===== src/rtl/kwdt_pkg.sv =====
package kwdt_pkg;

    localparam int unsigned NUM_PERIODS = 4;
    localparam int unsigned PSEL_W      = $clog2(NUM_PERIODS);

    localparam logic [7:0] KEY_CLEAR   = 8'h4E;
    localparam logic [7:0] KEY_DISABLE = 8'hB1;

    localparam int unsigned MODE_EN_BIT  = 0;
    localparam int unsigned MODE_PER_LSB = 1;
    localparam int unsigned MODE_RC_BIT  = 3;

    localparam logic ADDR_MODE = 1'b0;
    localparam logic ADDR_CMD  = 1'b1;

    typedef struct packed {
        logic              en;
        logic [PSEL_W-1:0] per;
        logic              rc;
        logic              running;
        logic              armed;
    } ctrl_state_t;

    localparam ctrl_state_t CTRL_RESET = '{
        en:      1'b1,
        per:     '0,
        rc:      1'b0,
        running: 1'b1,
        armed:   1'b0
    };

endpackage


===== src/rtl/kwdt_keydec.sv =====
module kwdt_keydec
    import kwdt_pkg::*;
(
    input  logic       wr_en_i,
    input  logic       wr_addr_i,
    input  logic [7:0] wr_data_i,
    output logic       mode_wr_o,
    output logic       key_clear_o,
    output logic       key_disable_o
);

    logic cmd_wr;

    always_comb begin
        cmd_wr        = wr_en_i && (wr_addr_i == ADDR_CMD);
        mode_wr_o     = wr_en_i && (wr_addr_i == ADDR_MODE);
        key_clear_o   = cmd_wr && (wr_data_i == KEY_CLEAR);
        key_disable_o = cmd_wr && (wr_data_i == KEY_DISABLE);
    end

endmodule


===== src/rtl/kwdt_ctrl.sv =====
module kwdt_ctrl
    import kwdt_pkg::*;
(
    input  logic              clk,
    input  logic              rst_n,
    input  logic              mode_wr_i,
    input  logic [7:0]        wdata_i,
    input  logic              key_clear_i,
    input  logic              key_disable_i,
    output logic              running_o,
    output logic              stop_now_o,
    output logic [PSEL_W-1:0] per_o,
    output logic              rc_o,
    output logic [7:0]        mode_rdata_o
);

    ctrl_state_t s_d, s_q;
    logic        stop_d;

    always_comb begin
        s_d    = s_q;
        stop_d = 1'b0;

        if (mode_wr_i) begin
            s_d.en = wdata_i[MODE_EN_BIT];
            if (!s_q.running) begin
                s_d.per = wdata_i[MODE_PER_LSB +: PSEL_W];
                s_d.rc  = wdata_i[MODE_RC_BIT];
            end
            if (wdata_i[MODE_EN_BIT]) begin
                s_d.running = 1'b1;
            end
        end

        if (key_clear_i) begin
            s_d.armed = 1'b1;
        end

        if (key_disable_i && s_q.running && !s_q.en && s_q.armed) begin
            stop_d      = 1'b1;
            s_d.running = 1'b0;
            s_d.armed   = 1'b0;
        end
    end

    always_ff @(posedge clk or negedge rst_n) begin
        if (!rst_n) begin
            s_q <= CTRL_RESET;
        end else begin
            s_q <= s_d;
        end
    end

    always_comb begin
        running_o    = s_q.running;
        stop_now_o   = stop_d;
        per_o        = s_q.per;
        rc_o         = s_q.rc;
        mode_rdata_o = '0;
        mode_rdata_o[MODE_EN_BIT]               = s_q.en;
        mode_rdata_o[MODE_PER_LSB +: PSEL_W]    = s_q.per;
        mode_rdata_o[MODE_RC_BIT]               = s_q.rc;
    end


    stop_needs_key_chk: assert property (@(posedge clk) disable iff (!rst_n)
        $fell(s_q.running) |-> $past(s_q.armed && !s_q.en && key_disable_i));


    start_with_en_chk: assert property (@(posedge clk) disable iff (!rst_n)
        $rose(s_q.running) |-> s_q.en);


    cfg_frozen_chk: assert property (@(posedge clk) disable iff (!rst_n)
        (s_q.running && $past(s_q.running)) |-> ($stable(s_q.per) && $stable(s_q.rc)));

endmodule


===== src/rtl/kwdt_counter.sv =====
module kwdt_counter
    import kwdt_pkg::*;
#(
    parameter int unsigned PER_BASE_LOG2 = 15,
    parameter int unsigned PER_STEP_LOG2 = 2,
    localparam int unsigned CW = PER_BASE_LOG2 + PER_STEP_LOG2 * (NUM_PERIODS - 1)
) (
    input  logic              clk,
    input  logic              rst_n,
    input  logic              run_i,
    input  logic              clear_i,
    input  logic              stop_i,
    input  logic [PSEL_W-1:0] per_i,
    output logic              tmo_o
);

    logic [CW-1:0] limit [NUM_PERIODS];

    for (genvar i = 0; i < NUM_PERIODS; i++) begin : g_limit
        assign limit[i] = CW'((64'd1 << (PER_BASE_LOG2 + PER_STEP_LOG2 * i)) - 64'd1);
    end

    typedef struct packed {
        logic [CW-1:0] cnt;
        logic          tmo;
    } cnt_state_t;

    cnt_state_t c_d, c_q;
    logic       hit;

    always_comb begin
        hit     = (c_q.cnt == limit[per_i]);
        c_d     = c_q;
        c_d.tmo = 1'b0;
        if (!run_i || stop_i) begin
            c_d.cnt = '0;
        end else if (clear_i) begin
            c_d.cnt = '0;
        end else if (hit) begin
            c_d.cnt = '0;
            c_d.tmo = 1'b1;
        end else begin
            c_d.cnt = c_q.cnt + CW'(1);
        end
    end

    always_ff @(posedge clk or negedge rst_n) begin
        if (!rst_n) begin
            c_q <= '0;
        end else begin
            c_q <= c_d;
        end
    end

    assign tmo_o = c_q.tmo;


    tmo_single_chk: assert property (@(posedge clk) disable iff (!rst_n)
        c_q.tmo |=> !c_q.tmo);


    held_zero_chk: assert property (@(posedge clk) disable iff (!rst_n)
        !run_i |-> (c_q.cnt == '0));


    within_limit_chk: assert property (@(posedge clk) disable iff (!rst_n)
        run_i |-> (c_q.cnt <= limit[per_i]));


    clear_wins_chk: assert property (@(posedge clk) disable iff (!rst_n)
        (run_i && clear_i) |=> (!c_q.tmo && c_q.cnt == '0));

endmodule


===== src/rtl/kwdt_top.sv =====
module kwdt_top
    import kwdt_pkg::*;
#(
    parameter int unsigned PER_BASE_LOG2 = 15,
    parameter int unsigned PER_STEP_LOG2 = 2
) (
    input  logic       clk,
    input  logic       rst_n,
    input  logic       wr_en_i,
    input  logic       wr_addr_i,
    input  logic [7:0] wr_data_i,
    output logic [7:0] mode_rdata_o,
    output logic       tmo_irq_o,
    output logic       rst_req_o
);

    logic              mode_wr;
    logic              key_clear;
    logic              key_disable;
    logic              running;
    logic              stop_now;
    logic [PSEL_W-1:0] per;
    logic              rc;
    logic              tmo;

    kwdt_keydec u_keydec (
        .wr_en_i       (wr_en_i),
        .wr_addr_i     (wr_addr_i),
        .wr_data_i     (wr_data_i),
        .mode_wr_o     (mode_wr),
        .key_clear_o   (key_clear),
        .key_disable_o (key_disable)
    );

    kwdt_ctrl u_ctrl (
        .clk           (clk),
        .rst_n         (rst_n),
        .mode_wr_i     (mode_wr),
        .wdata_i       (wr_data_i),
        .key_clear_i   (key_clear),
        .key_disable_i (key_disable),
        .running_o     (running),
        .stop_now_o    (stop_now),
        .per_o         (per),
        .rc_o          (rc),
        .mode_rdata_o  (mode_rdata_o)
    );

    kwdt_counter #(
        .PER_BASE_LOG2 (PER_BASE_LOG2),
        .PER_STEP_LOG2 (PER_STEP_LOG2)
    ) u_counter (
        .clk     (clk),
        .rst_n   (rst_n),
        .run_i   (running),
        .clear_i (key_clear),
        .stop_i  (stop_now),
        .per_i   (per),
        .tmo_o   (tmo)
    );

    assign tmo_irq_o = tmo;
    assign rst_req_o = tmo && rc;


    quiet_when_stopped_chk: assert property (@(posedge clk) disable iff (!rst_n)
        !running |-> (!tmo_irq_o && !rst_req_o));


    rst_follows_tmo_chk: assert property (@(posedge clk) disable iff (!rst_n)
        rst_req_o |-> (tmo_irq_o && mode_rdata_o[MODE_RC_BIT]));


    upper_zero_chk: assert property (@(posedge clk) disable iff (!rst_n)
        mode_rdata_o[7:4] == 4'h0);

endmodule


===== config.mk =====
export PLATFORM = sky130hd
export DESIGN_NAME = kwdt_top
export DESIGN_NICKNAME = d
export VERILOG_FILES = /design/src/rtl/kwdt_pkg.sv /design/src/rtl/kwdt_keydec.sv /design/src/rtl/kwdt_ctrl.sv /design/src/rtl/kwdt_counter.sv /design/src/rtl/kwdt_top.sv
export SDC_FILE = /design/constraint.sdc
export NUM_CORES = 1
export LEC_CHECK = 0
export ABC_AREA = 1
export BUFFER_PORTS_ARGS = -buffer_cell sky130_fd_sc_hd__buf_2
export CORE_UTILIZATION = 30
export DETAILED_ROUTE_END_ITERATION = 10
export GPL_ROUTABILITY_DRIVEN = 0
export PLACE_DENSITY_LB_ADDON = 0.08
export SLEW_MARGIN = 20
export SYNTH_ARGS = -nofsm -noshare
export SYNTH_HDL_FRONTEND = slang
export SYNTH_SLANG_ARGS = --single-unit
export TNS_END_PERCENT = 5

===== constraint.sdc =====
create_clock -name clk -period 3.4 [get_ports clk]
set_input_delay 0.51 -clock clk [delete_from_list [all_inputs] [get_ports clk]]
set_output_delay 0.51 -clock clk [all_outputs]
set_load 0.005 [all_outputs]

==> results of run 1 <==
cell usage after synthesis, types with 3 or more instances:
| library cell | n |
|---|---|
| buf_4 | 8 |
| dfrtp_1 | 26 |
| inv_1 | 23 |
| nand2_1 | 60 |
| nand2_2 | 3 |
| nand3_1 | 15 |
| nand3_2 | 3 |
| nor2_1 | 45 |
| nor2_2 | 13 |
| nor3_1 | 4 |
| o21ai_0 | 4 |
| xnor2_1 | 6 |
| xor2_1 | 5 |
power by group through the flow:
stage	combinational (mW)	sequential, mW	clock [mW]
detailed placement	0.211	0.454	0
global route	0.240	0.458	0.216
finish	0.209	0.447	0.190
floorplan	0.185	0.441	0
global placement	0.215	0.456	0
CTS	0.213	0.448	0.202
cells in the final DEF (no fill, tap or decap), types with 2 or more instances in the layout:
master	count
inv_1	23
o21bai_1	2
conb_1	4
buf_2	17
dfrtp_1	26
a21oi_1	2
nor3_1	4
xor2_1	5
nand3_1	15
o21ai_0	4
dfstp_2	2
nor2_2	13
nor2_4	2
nand3_2	3
clkbuf_8	3
nand4_1	2
nor2_1	45
nand2_1	60
nand2_2	3
xnor2_1	6
worst max-delay path by stage:
| stage | end | slack [ns] | cells past startpoint |
|---|---|---|---|
| CTS | u_counter.c_q[19] | 1.53 | 8 |
| global route | u_counter.c_q[13] | 1.42 | 8 |
| floorplan | u_counter.c_q[3] | 1.96 | 9 |
| detailed placement | u_counter.c_q[11] | 1.54 | 8 |
| finish | u_counter.c_q[19] | 1.58 | 8 |
| global placement | u_counter.c_q[17] | 1.53 | 8 |
through the flow:
stage,total power [mW],utilization,hold slack [ns],worst slack (ns),cells
floorplan,0.626,-,0.214,1.96,238
global placement,0.671,0.332,0.517,1.53,317
detailed placement,0.666,0.332,0.490,1.54,317
CTS,0.863,0.340,0.275,1.53,321
global route,0.915,0.340,0.293,1.42,321
finish,0.846,0.340,0.245,1.58,321
layer usage:
layer | up-vias | wire length [um] | global-route usage | share of wire
met3 | 4 | 107 | 0.0353 | 0.031
met4 | 0 | 57 | 0.0453 | 0.016
li1 | 738 | - | - | -
met2 | 19 | 1470 | 0.195 | 0.42
met1 | 620 | 1830 | 0.167 | 0.53
met5 | - | 0 | 0 | 0
flip-flops by register name, summed over array words and instances (netlist names):
register / cells
u_counter.c_q: 21
u_counter.tmo_o: 1
u_ctrl.mode_rdata_o: 1
u_ctrl.per_o: 2
u_ctrl.rc_o: 1
u_ctrl.running_o: 1
u_ctrl.s_q: 1
cells by family (layout without fill, tap and decap cells):
family	count (synthesis)	after routing
xor gates and xnor gates	11	11
and+or+nand+nor	148	148
other	1	4
buffers and inverters	35	46
adders and majority gates	1	1
DFF	28	28
muxes	1	1
AOI/OAI and AO/OA	10	10
cell type report:
type                    instances  area [sq um]  share of cell area
multi-input cells             175           855               0.456
flip-flops and latches         28           703               0.375
inverters                      25          95.1              0.0508
well taps                      72          90.1              0.0481
repair buffers                 17          85.1              0.0454
clock buffers                   4          45.0              0.0240
==> metrics.csv, run 1 <==
stage,metric,value,unit
power,powerDensity,452,nW/um^2
timing,relSlewSlack,0.568,
critical_path,path_cells,ha_1 -> nand3_2 -> clkinv_2 -> nand3_2 -> nor2_1 -> nand2_1 -> nand2_2 -> nor2_1,
logic_synthesis,synth_compound_area_frac,0.0334,
logic_synthesis,synth_area,1720,sq um
critical_path,crit_start,u_counter.c_q[1],
placed_design,placed_area,1830,sq um
logic_synthesis,synth-adder-area-share,0.00726,
critical_path,critical-path-slowest-cell,dfrtp_1,
cts,numCtsBuffers,3,
floorplanning,rows,27,
global_route,gr-total-overflow,0,
critical_path,worstSetupPathType,reg -> reg,
logic_synthesis,synth-seq-cells,28,
timing,fin_crit,1.82,ns
power,peakVddDrop,0.000201,V
logic_synthesis,syn-instance-count,235,
floorplanning,start_util,0.313,
power,p_seq_frac,0.528,
logic_synthesis,synth.avg_cell_area,7.34,sq um
critical_path,start_kind,flop,
placed_design,dp_hpwl,2650,um
timing,max_clock_freq,0.548,GHz
critical_path,reg2reg_slack,1.58,ns
power,p_switching,0.277,mW
detailed_routing,avgViaCountPerCell,4.30,
power,pwr-share-clk,0.225,
logic_synthesis,async_reset_ff_frac,1.00,
logic_synthesis,synth_top_family_by_area,simple AND/OR/NAND/NOR gates,
critical_path,worstSetupEndpointType,flop,
cts,postCtsSetupBuffers,0,
detailed_routing,wl,3470,um
placed_design,port_buffers,17,
floorplanning,dieWidth,77.8,um
power,combPwrFrac,0.247,
detailed_routing,dr.pass1.iters,4,
critical_path,required,3.55,ns
logic_synthesis,synthFlopType,dfrtp_1,
timing,rsz0062_at_grt,false,
finish,fin_nets,263,
finish,diodes,0,
power,p_int,0.568,mW
critical_path,critPathTopFamily,simple AND/OR/NAND/NOR gates,
finish,drive_gt1_frac,0.185,
logic_synthesis,yosysUniqueCellTypes,27,
logic_synthesis,synth_mux_area_frac,0.00653,
logic_synthesis,yosysWarnings,0,
logic_synthesis,yosysTopAreaCell,dfrtp_1,
global_route,first_global_vias,1296,
timing,finalHoldViolations,0,
timing,drv_slew,0,
logic_synthesis,synth-edff-count,0,
cts,clkTransAtPathRegs,0.10,ns
global_route,grt_use_total,0.126,
finish,area_growth,8.64,%
logic_synthesis,synth.top_cell.area_share,0.377,
detailed_routing,drc,0,
logic_synthesis,yosys.area_share.simple,0.384,
cts,cts_resized,0,
finish,final_area,1870,sq um
power,swShare,0.328,
logic_synthesis,synthTopCellsByArea,"dfrtp_1 (38%), nand2_1 (13%), nor2_1 (9.8%)",
critical_path,cpPeakStageDelay,0.44,ns
timing,fin_crit_sh,0.537,
global_route,grt_pass1_wl,5990,um
power,p_leak,0.847,nW
detailed_routing,wl_per_cell,10.8,um
critical_path,crit-reg2reg-launch,u_counter.c_q[1],
critical_path,critPathBufInv,1,
logic_synthesis,ys_seq_area_frac,0.408,
cts,cts_buffer_depth,2,
critical_path,arrival,1.98,ns
floorplanning,core_area,5510,sq um
floorplanning,io_pins,22,
critical_path,r2r-end,u_counter.c_q[19],
cts,cts_tree,built,
min_path,min_path_type,in -> async,
detailed_routing,via_count,1381,
run,maxCapViolCount,0,
detailed_routing,antenna_left,0,
floorplanning,dieArea,6050,sq um
timing,worstMarginPinSlew,0.648,ns
timing,skew,0.00298,ns
cts,cts.sinks,28,
run_status,outcome,"complete, no violations",
global_route,grt_max_degree,29,
timing,setup_viol,0,
logic_synthesis,synth-xor-area-share,0.0559,
critical_path,reg2reg_depth,8,
global_route,grt_antenna_before_repair,0,
cts,cts_max_level,1,
cts,cts_hold_buf,0,
cts,root_buffer,clkbuf_8,
cts,clkLatencyLatePin,0.27,ns
detailed_routing,drt_iter0_drc,40,
critical_path,worst-path-max-fanout,20,
finish,fill_cells,604,
timing,tns,0,ns
floorplanning,fp.dieH,77.8,um
No activity file was read; power rests on OpenSTA's default activity.
==> run 2, diff against run 1 <==
clock period = 1.65 ns   (was 3.4 ns; I/O delays follow)
==> run 2 against run 1 <==
Effect of this change:
- the flow now finishes with violations (hold timing)
- clock skew up 0.0098 ns
- routed wire length is 1.9% higher
- worst setup slack got worse by 1.4 ns
- clock-buffer cell count is the same
- non-clock buffer count rose by 8
- clock power increased by 130%
- worst hold slack got worse by 0.27 ns
- flip-flop and latch count did not move
- sequential power grew 100%
- critical path depth increased by 1
- cell count rose by 2.5%
- first-iteration DRC count increased by 5.0%
- critical endpoint unchanged
==> metrics.csv, run 2 (synthesis gave the netlist of run 1 again) <==
stage,metric,value,unit,change
critical_path,r2r-end,u_counter.c_q[19],,
finish,regMostFlops,u_counter.c_q,,
critical_path,cpPeakStageDelay,0.39,ns,-0.05 ns
placed_design,placed_area,1910,sq um,+4.7%
cts,cts.sinks,28,,unchanged
timing,relSlewSlack,0.565,,-0.00308
global_route,grt_antenna_before_repair,0,,unchanged
finish,diodes,0,,unchanged
cts,postCtsSetupBuffers,0,,unchanged
detailed_routing,antenna_left,0,,unchanged
timing,fin_crit_sh,0.904,,+0.367
timing,skew,0.0128,ns,+0.00980 ns
placed_design,dp_hpwl,2760,um,+4.0%
cts,cts_tree,built,,
detailed_routing,via_count,1393,,+0.87%
cts,cts_max_level,1,,unchanged
finish,area_growth,14.2,%,
finish,final_cells,329,,+2.5%
timing,setup_viol,0,,unchanged
critical_path,path_cells,ha_1 -> nand3_2 -> clkinv_2 -> nand3_2 -> nor2_1 -> nand2_1 -> nand2_2 -> buf_12 -> nor2_1,,
placed_design,port_buffers,17,,unchanged
critical_path,reg2reg_slack,0.16,ns,-1.42 ns
cts,clkLatencyLatePin,0.28,ns,about the same
finish,fill_cells,600,,-0.66%
floorplanning,start_util,0.313,,unchanged
floorplanning,fp.dieH,77.8,um,unchanged
power,p_leak,0.899,nW,+6.1%
min_path,min_path_type,in -> async,,
critical_path,required,1.82,ns,-1.73 ns
critical_path,start_kind,flop,,
timing,tns,0,ns,unchanged
finish,drive_gt1_frac,0.214,,+0.0293
critical_path,worstSetupPathType,reg -> reg,,
global_route,gr-total-overflow,0,,unchanged
critical_path,reg2reg_depth,9,,+1
run_status,violations,hold timing,,
placed_design,dpl.cell_count,325,,+2.5%
timing,rsz0062_at_grt,false,,
cts,root_buffer,clkbuf_8,,
finish,fin_nets,271,,+3.0%
floorplanning,dieArea,6050,sq um,unchanged
power,powerDensity,918,nW/um^2,+100%
cts,cts_resized,0,,unchanged
floorplanning,dieWidth,77.8,um,unchanged
cts,cts_hold_buf,0,,unchanged
timing,max_clock_freq,0.670,GHz,+22%
global_route,grt_pass1_wl,6270,um,+4.7%
detailed_routing,wl_per_cell,10.8,um,-0.55%
detailed_routing,dr.pass1.iters,4,,unchanged
finish,post-route-util,0.357,,+0.0173
critical_path,critical-path-slowest-cell,dfrtp_1,,
critical_path,arrival,1.66,ns,-0.32 ns
finish,layout_common_cells,"nand2_1 (60), nor2_1 (45), dfrtp_1 (26)",,
cts,cts_buffer_depth,2,,unchanged
critical_path,worstSetupEndpointType,flop,,
timing,final.setup.worst_slack,0.159,ns,-1.42 ns
run_status,outcome,finished with violations,,
critical_path,worst-path-max-fanout,12,,-40%
detailed_routing,avgViaCountPerCell,4.23,,-1.6%
global_route,grt_use_total,0.132,,+0.00566
floorplanning,rows,27,,unchanged
global_route,grt_max_degree,29,,unchanged
timing,fin_crit,1.49,ns,-0.333 ns
floorplanning,io_pins,22,,unchanged
power,finalPower,1.81,mW,+110%
timing,worstMarginPinSlew,0.653,ns,+0.00463 ns
detailed_routing,drc,0,,unchanged
timing,holdWs,-0.0266,ns,-0.271 ns
cts,clkTransAtPathRegs,0.10,ns,about the same
cts,numCtsBuffers,3,,unchanged
placed_design,post-place-ws,0.133,ns,-1.41 ns
global_route,first_global_vias,1392,,+7.4%
run,maxCapViolCount,0,,unchanged
critical_path,crit-reg2reg-launch,u_counter.c_q[2],,
finish,layout_commonest_cell,nand2_1,,
finish,largest_reg_flops,21,,unchanged
finish,final_area,1970,sq um,+5.1%
detailed_routing,drt_iter0_drc,42,,+5.0%
power,peakVddDrop,0.000501,V,+150%
detailed_routing,wl,3540,um,+1.9%
timing,drv_slew,0,,unchanged
timing,finalHoldViolations,15,,+15
floorplanning,core_area,5510,sq um,unchanged
[run 2: cell types whose count changed in the layout (fill, tap and decap cells not counted), sizes merged]
cell  previous run  this run
buf             17        25
[run 2: power breakdown]
part	switching, mW	leakage (nW)	internal [mW]
clock network	0.219	0.0288	0.214
logic	0.246	0.503	0.220
registers	0.110	0.368	0.797
[run 2: final cells by class]
| type | instances | area (sq um) | area share |
|---|---|---|---|
| multi-input cells | 175 | 855 | 0.434 |
| flip-flops and latches | 28 | 703 | 0.357 |
| clock buffers | 4 | 55.1 | 0.0280 |
| inverters | 25 | 95.1 | 0.0483 |
| well taps | 72 | 90.1 | 0.0458 |
| repair buffers | 25 | 170 | 0.0865 |
[run 2: routing by layer]
layer  vias up  track usage  wire, um
li1        755            -         -
met1       619        0.175      1890
met2        17        0.217      1520
met3         2       0.0294       105
met4         0       0.0283        21
met5         -            0         0
[run 2: worst max-delay path, delay by kind of cell, from the launching register on]
family | cells | cell delay, ns
adders and majority gates | 1 | 0.21
and+or+nand+nor | 6 | 0.54
DFF | 1 | 0.39
buffers and inverters | 2 | 0.24
[run 2: worst max-delay path by stage]
stage                            from           endpoint  slack, ns  depth (start not counted)
floorplan            u_counter.c_q[1]   u_counter.c_q[6]       0.21                          9
global placement     u_counter.c_q[2]  u_counter.c_q[13]       0.14                          9
detailed placement   u_counter.c_q[2]  u_counter.c_q[12]       0.13                          9
CTS                  u_counter.c_q[2]  u_counter.c_q[19]       0.12                          9
global route        u_counter.c_q[16]  u_counter.c_q[19]      0.002                          8
finish               u_counter.c_q[2]  u_counter.c_q[19]       0.16                          9
